--- src/rtl/usbdev_glb_pkg.sv ---
package usbdev_glb_pkg;

    localparam int DATA_W    = 8;
    localparam int NUM_FLAGS = 7;

    // register select encodings
    localparam logic SEL_CTRL  = 1'b0;
    localparam logic SEL_FLAGS = 1'b1;

    // flag bit positions (software decodes these)
    localparam int FLG_SUSP  = 0;
    localparam int FLG_USOF  = 1;
    localparam int FLG_SOF   = 2;
    localparam int FLG_EORST = 3;
    localparam int FLG_WAKE  = 4;
    localparam int FLG_EORSM = 5;
    localparam int FLG_UPRSM = 6;

    // control register contents, bit 1 then bit 0
    typedef struct packed {
        logic rmw;
        logic detach;
    } ctrl_t;

    localparam ctrl_t CTRL_RESET = '{rmw: 1'b0, detach: 1'b1};

    function automatic logic [DATA_W-1:0] ctrl_to_bus(ctrl_t c);
        logic [DATA_W-1:0] v;
        v = '0;
        v[1:0] = c;
        return v;
    endfunction

    function automatic logic [DATA_W-1:0] flags_to_bus(logic [NUM_FLAGS-1:0] f);
        logic [DATA_W-1:0] v;
        v = '0;
        v[NUM_FLAGS-1:0] = f;
        return v;
    endfunction

endpackage

--- src/rtl/usbdev_ctrl_reg.sv ---
module usbdev_ctrl_reg
    import usbdev_glb_pkg::*;
(
    input  logic       clk,
    input  logic       rst,
    input  logic       wr_en,
    input  logic [1:0] wdata,
    input  logic       rsm_done,
    output ctrl_t      ctrl_q
);

    ctrl_t ctrl_d;

    always_comb begin
        ctrl_d = ctrl_q;
        if (wr_en) begin
            ctrl_d.detach = wdata[0];
            if (wdata[1]) ctrl_d.rmw = 1'b1;
        end
        // hardware clear has priority over a software set
        if (rsm_done) ctrl_d.rmw = 1'b0;
    end

    always_ff @(posedge clk) begin
        if (rst) ctrl_q <= CTRL_RESET;
        else     ctrl_q <= ctrl_d;
    end

    // done pulse always leaves the request cleared
    a_r3_done_clears: assert property (@(posedge clk) disable iff (rst)
        rsm_done |=> !ctrl_q.rmw);

    // software zero never drops a pending request
    a_r2_zero_keeps: assert property (@(posedge clk) disable iff (rst)
        (ctrl_q.rmw && !rsm_done) |=> ctrl_q.rmw);

    // detach takes the written value
    a_r4_detach_load: assert property (@(posedge clk) disable iff (rst)
        wr_en |=> (ctrl_q.detach == $past(wdata[0])));

    // detach holds without a write
    a_r4_detach_hold: assert property (@(posedge clk) disable iff (rst)
        !wr_en |=> $stable(ctrl_q.detach));

endmodule

--- src/rtl/usbdev_flag_reg.sv ---
module usbdev_flag_reg
    import usbdev_glb_pkg::*;
#(
    parameter int NF       = NUM_FLAGS,
    parameter int WAKE_BIT = FLG_WAKE
) (
    input  logic          clk,
    input  logic          rst,
    input  logic          wr_en,
    input  logic [NF-1:0] wdata,
    input  logic [NF-1:0] evt,
    input  logic          wake_mask,
    output logic [NF-1:0] flags_q
);

    for (genvar i = 0; i < NF; i++) begin : g_flag
        logic set_i;
        logic clr_i;

        if (i == WAKE_BIT) begin : g_wake
            assign set_i = evt[i] && !wake_mask;
        end else begin : g_plain
            assign set_i = evt[i];
        end
        assign clr_i = wr_en && !wdata[i];

        always_ff @(posedge clk) begin
            if (rst)        flags_q[i] <= 1'b0;
            else if (set_i) flags_q[i] <= 1'b1;
            else if (clr_i) flags_q[i] <= 1'b0;
        end

        // without an event a flag can never rise
        a_r6_no_sw_set: assert property (@(posedge clk) disable iff (rst)
            (!flags_q[i] && !evt[i]) |=> !flags_q[i]);

        // a zero written with no event clears the flag
        a_r6_clear: assert property (@(posedge clk) disable iff (rst)
            (wr_en && !wdata[i] && !evt[i]) |=> !flags_q[i]);

        if (i != WAKE_BIT) begin : g_set_chk
            // an event sets the flag even against a clear
            a_r5_evt_sets: assert property (@(posedge clk) disable iff (rst)
                evt[i] |=> flags_q[i]);
        end
    end

    // own resume activity does not raise the wake-up flag
    a_r7_wake_masked: assert property (@(posedge clk) disable iff (rst)
        (wake_mask && !flags_q[WAKE_BIT]) |=> !flags_q[WAKE_BIT]);

endmodule

--- src/rtl/usbdev_irq_gen.sv ---
module usbdev_irq_gen #(
    parameter int NF = 7
) (
    input  logic          clk,
    input  logic          rst,
    input  logic [NF-1:0] flags,
    input  logic [NF-1:0] en,
    output logic          irq_q
);

    logic [NF-1:0] active;
    assign active = flags & en;

    always_ff @(posedge clk) begin
        if (rst) irq_q <= 1'b0;
        else     irq_q <= |active;
    end

    // the line only rises from an enabled flag seen one edge earlier
    a_r8_irq_source: assert property (@(posedge clk) disable iff (rst)
        $rose(irq_q) |-> ($past(flags) & $past(en)) != '0);

    // with all flags clear the line drops at the next edge
    a_r8_irq_drop: assert property (@(posedge clk) disable iff (rst)
        (flags == '0) |=> !irq_q);

endmodule

--- src/rtl/usbdev_glb_regs.sv ---
module usbdev_glb_regs
    import usbdev_glb_pkg::*;
#(
    parameter int DW = DATA_W,
    parameter int NF = NUM_FLAGS
) (
    input  logic          clk,
    input  logic          rst,
    input  logic          reg_sel,
    input  logic          reg_we,
    input  logic [DW-1:0] reg_wdata,
    output logic [DW-1:0] reg_rdata,
    input  logic [NF-1:0] evt,
    input  logic [NF-1:0] flag_en,
    input  logic          rsm_done,
    output logic          rsm_req,
    output logic          detach,
    output logic          irq
);

    ctrl_t         ctrl_q;
    logic [NF-1:0] flags_q;
    logic          ctrl_we;
    logic          flag_we;
    logic          unused_wbits;

    assign ctrl_we      = reg_we && (reg_sel == SEL_CTRL);
    assign flag_we      = reg_we && (reg_sel == SEL_FLAGS);
    assign unused_wbits = ^reg_wdata[DW-1:NF];

    usbdev_ctrl_reg u_ctrl (
        .clk      (clk),
        .rst      (rst),
        .wr_en    (ctrl_we),
        .wdata    (reg_wdata[1:0]),
        .rsm_done (rsm_done),
        .ctrl_q   (ctrl_q)
    );

    usbdev_flag_reg #(.NF(NF), .WAKE_BIT(FLG_WAKE)) u_flags (
        .clk       (clk),
        .rst       (rst),
        .wr_en     (flag_we),
        .wdata     (reg_wdata[NF-1:0]),
        .evt       (evt),
        .wake_mask (ctrl_q.rmw),
        .flags_q   (flags_q)
    );

    usbdev_irq_gen #(.NF(NF)) u_irq (
        .clk   (clk),
        .rst   (rst),
        .flags (flags_q),
        .en    (flag_en),
        .irq_q (irq)
    );

    assign rsm_req   = ctrl_q.rmw;
    assign detach    = ctrl_q.detach;
    assign reg_rdata = (reg_sel == SEL_CTRL) ? ctrl_to_bus(ctrl_q) : flags_to_bus(flags_q);

    // reserved read bits stay zero
    always_comb begin
        if (!rst) begin
            a_r1_reserved_zero: assert (reg_sel == SEL_FLAGS || reg_rdata[DW-1:2] == '0);
            a_r5_top_bit_zero:  assert (reg_rdata[DW-1] == 1'b0);
        end
    end

    // reset state, observed at the first edge after reset
    a_r9_reset_state: assert property (@(posedge clk)
        $fell(rst) |-> (detach && !rsm_req && flags_q == '0 && !irq));

endmodule

--- config.mk ---
export PLATFORM = sky130hd
export DESIGN_NAME = usbdev_glb_regs
export DESIGN_NICKNAME = d
export VERILOG_FILES = /design/src/rtl/usbdev_glb_pkg.sv /design/src/rtl/usbdev_ctrl_reg.sv /design/src/rtl/usbdev_flag_reg.sv /design/src/rtl/usbdev_irq_gen.sv /design/src/rtl/usbdev_glb_regs.sv
export SDC_FILE = /design/constraint.sdc
export NUM_CORES = 1
export LEC_CHECK = 0
export ABC_AREA = 1
export ABC_CLOCK_PERIOD_IN_PS = 800
export BUFFER_PORTS_ARGS = -buffer_cell sky130_fd_sc_hd__buf_2
export CAP_MARGIN = 5
export CORE_MARGIN = 2
export CORE_UTILIZATION = 36
export CTS_BUF_LIST = sky130_fd_sc_hd__clkbuf_2 sky130_fd_sc_hd__clkbuf_4 sky130_fd_sc_hd__clkbuf_8
export DETAILED_ROUTE_END_ITERATION = 16
export GPL_ROUTABILITY_DRIVEN = 0
export PLACE_DENSITY = 0.87
export SETUP_SLACK_MARGIN = 0.2
export SYNTH_ARGS = -nofsm -noshare
export SYNTH_HDL_FRONTEND = slang
export SYNTH_SLANG_ARGS = --single-unit
--- constraint.sdc ---
create_clock -name clk -period 0.8 [get_ports clk]
set_input_delay 0 -clock clk [delete_from_list [all_inputs] [get_ports clk]]
set_output_delay 0 -clock clk [all_outputs]
set_load 0.02 [all_outputs]
==> results_dict.tcl <==
set metrics [dict create \
    total_die_area_mm2 0.001704 \
    power.ir.vdd_worst_mv 0.9887 \
    synth_top_cell_area_share 0.4000 \
    fin_worst_skew_ns 0.006122 \
    reg2reg_from "u_ctrl.ctrl_q[1]" \
    critPathCaptureType "output pin" \
    boundary_pins 38 \
    yosysUniqueCellTypes 15 \
    detailedRoute.firstPassIterationCount 4 \
    worstSetupPathDepth 3 \
    drcViolationCount 0 \
    detailedPlacementHpwl_um 920.1 \
    drtIter0Drc 9 \
    worst-endpoint-required_ns 0.80 \
    worstReg2RegEnd "u_flags.flags_q[4]" \
    tns_ns -0.4125 \
    global_route.overflow_total 0 \
    cts-root-to-sink-buffers 2 \
    finalWirelength_um 1500 \
    detailroute.via_count 625 \
    first_element_of_the_critical_path "u_ctrl.ctrl_q[1]" \
    root_buffer "sky130_fd_sc_hd__clkbuf_4" \
    grt_first_pass_wirelength_um 2056 \
    floorplan.die.height_um 41.29 \
    tritoncts_num_sinks 10 \
    p_per_area_mw_per_mm2 1445 \
    final-hold-violation-count 2 \
    post-route-period-util 1.124 \
    syn-instance-count 74 \
    post_synth_most_frequent_cells "sky130_fd_sc_hd__nand2_1 (22), sky130_fd_sc_hd__inv_1 (13), sky130_fd_sc_hd__dfxtp_1 (10), sky130_fd_sc_hd__a21oi_1 (8), sky130_fd_sc_hd__o21ai_0 (8)" \
    setup.reg_to_reg.worst_slack_ns -0.04 \
    synth_sequential_area_ratio 0.4000 \
    clk_pin_slew_worst_paths_ns 0.07 \
    setup_viol_count_final 11 \
    synthTopCellsByArea "sky130_fd_sc_hd__dfxtp_1 (40%), sky130_fd_sc_hd__nand2_1 (17%), sky130_fd_sc_hd__inv_1 (9.7%), sky130_fd_sc_hd__a21oi_1 (8.0%), sky130_fd_sc_hd__o21ai_0 (8.0%)" \
    failed_checks "negative hold slack, negative setup slack" \
    multi_input_comb_area_um2 269.0 \
    cts_hold_buf 5 \
    critical_path.startpoint_type "flop" \
    final-seq-area_um2 215.2 \
    avgSynthCellArea_um2 6.763 \
    pin_count_of_the_biggest_net_entering_global_routing 11 \
    design.final.nets 148 \
    dr_wl_met2_um 768 \
    worst_setup_path_endpoint "reg_rdata[1]" \
    yosysMostFrequentCell "sky130_fd_sc_hd__nand2_1" \
    areaGrowthSynthToFinish_pct 84.50 \
    cpPeakStageDelay_ns 0.36 \
    place_ws_ns 0.1008 \
    initial_antenna_violation_count 0 \
    timing.critical_path.fanout_max 2 \
    final.fill_count 102 \
    synth.cell_area_um2 500.5 \
    worstHoldPathType "input pin to flop" \
    fin_crit_ns 0.8994 \
    worst_slack_ns -0.09937 \
    routedLengthMet1_um 593 \
    drtAntennaViolNets 0 \
    floorplan.initialDensity 0.3846 \
    wl_per_cell_um 11.11 \
    synth-async-reset-ratio 0 \
    timing.max_cap.violations 0 \
    core_footprint_mm2 0.001301 \
    cts_tree "done" \
    grt_use_total 0.1859 \
    grt_pass1_vias 557 \
    ys.warnings.count 0 \
    power_after_layout_uw 1334 \
    synth-edff-count 0 \
    leakage_uw 0.0005090 \
    worst_path_max_delay_cell "sky130_fd_sc_hd__dfxtp_4" \
    worstRegToRegCells 5 \
    topRoutingLayerUsed "met4" \
    post_synthesis_register_bit_count 10 \
    critical_path.n_buffers_inverters 2 \
    post_route_cells_drive_above_1_share 0.6250 \
    worst_hold_slack_ns -0.02703 \
    synthDominantAreaCellType "sky130_fd_sc_hd__dfxtp_1" \
    detailroute.wirelength.met3_um 114 \
    worstPathCellList "inv_4 -> o21ai_4 -> buf_6" \
    critical_path_arrival_ns 0.90 \
    post_drt_via_cell_ratio 4.630 \
    maxSlewViolCount 0 \
    dominantRegCellSynth "sky130_fd_sc_hd__dfxtp_1" \
    ctsHtreeMaxLevel 1 \
    clock_latency_ns 0.26 \
    worst-setup-path-type "flop to output pin" \
    rsz0062_at_grt "true" \
    cell_type_group_with_the_largest_total_delay_on_the_critical_path "flip-flops" \
    final_util 0.7096 \
    synthesis.nets 101 \
    tritoncts.num_buffers 3 \
    std_cell_rows 13 \
    n_antenna_cell 0 \
    quantity_of_i_o_buffers_inserted_on_ports 35 \
    max_freq_mhz 1112 \
    fp.dieW_um 41.29 \
    run_status "finished with violations" \
]
-- worst min path at each step --
| stage | startpoint | end | depth (start not counted) |
|---|---|---|---|
| after floorplan | evt[0] | u_flags.flags_q[0] | 2 |
| after detailed placement | evt[5] | u_flags.flags_q[5] | 3 |
| final | evt[4] | u_flags.flags_q[4] | 3 |
| after global routing | evt[4] | u_flags.flags_q[4] | 3 |
| after CTS | evt[4] | u_flags.flags_q[4] | 3 |
| after global placement | evt[2] | u_flags.flags_q[2] | 3 |
-- cell type report --
class                      count  area share
tap                           15     0.02033
multi-input combinational     47      0.2913
timing repair buffer          45      0.3631
sequential                    10      0.2331
inverter                      14     0.05962
clock buffer                   4     0.03252
-- placed cells by master (no fill, tap or decap), drive strengths merged --
cell / netlist / layout
buf: 3 / 40
o21ai: 8 / 8
dlymetal6s4s: 0 / 1
nand2: 23 / 23
nor2: 2 / 2
or2: 1 / 1
nand3: 2 / 2
clkbuf: 0 / 4
dlygate4sd3: 0 / 4
conb: 1 / 1
a21oi: 9 / 9
inv: 14 / 14
nand3b: 1 / 1
dfxtp: 10 / 10
-- state kept, by name (all words and copies together), names as in the netlist --
register,cells
u_ctrl.ctrl_q,2
u_flags.flags_q,7
u_irq.irq_q,1
-- tightest hold or removal path: stages --
cell	delay [ns]
sky130_fd_sc_hd__buf_2	0.10
sky130_fd_sc_hd__nand2_2	0.06
sky130_fd_sc_hd__a21oi_2	0.04
-- per-stage QoR --
step / area (um^2) / hold slack, ns / std cells
final: 923.4 / -0.02703 / 135
after global routing: 923.4 / -0.02886 / 135
after CTS: 864.6 / -0.03088 / 133
after detailed placement: 690.7 / 0.2453 / 122
after global placement: 690.7 / 0.2387 / 122
after floorplan: 519.2 / 0.1311 / 74
-- report_power, final --
part | switching [uW] | internal, uW | total [uW]
clock | 175 | 227 | 402
sequential | 29.2 | 539 | 568
combinational | 180 | 185 | 365
total | 384 | 950 | 1330
-- timing repair --
| item | 4_1_cts | 5_1_grt |
|---|---|---|
| setup buffers | 2 | 2 |
| cloned | 0 | 0 |
| hold endpoints to repair | 8 | 1 |
| resized for setup | 33 | 20 |
| setup endpoints to repair | 18 | 19 |
| pin swaps | 3 | 8 |
-- layer usage --
metal  up-vias  global-route usage
met5         -                   0
met4         0             0.07258
met3         4             0.03261
met2        38              0.3555
met1       268              0.1967
li1        315                   -
-- kinds of logic (layout without fill, tap and decap cells) --
family,after synthesis,after routing,share of synthesized area
AO/OA/AOI/OAI,17,17,0.1775
other,1,1,0.007493
flip-flops,10,10,0.4000
AND/OR/NAND/NOR,29,29,0.2500
buffers and inverters,17,63,0.1650
Note: power is estimated with default switching activity, not from simulation.
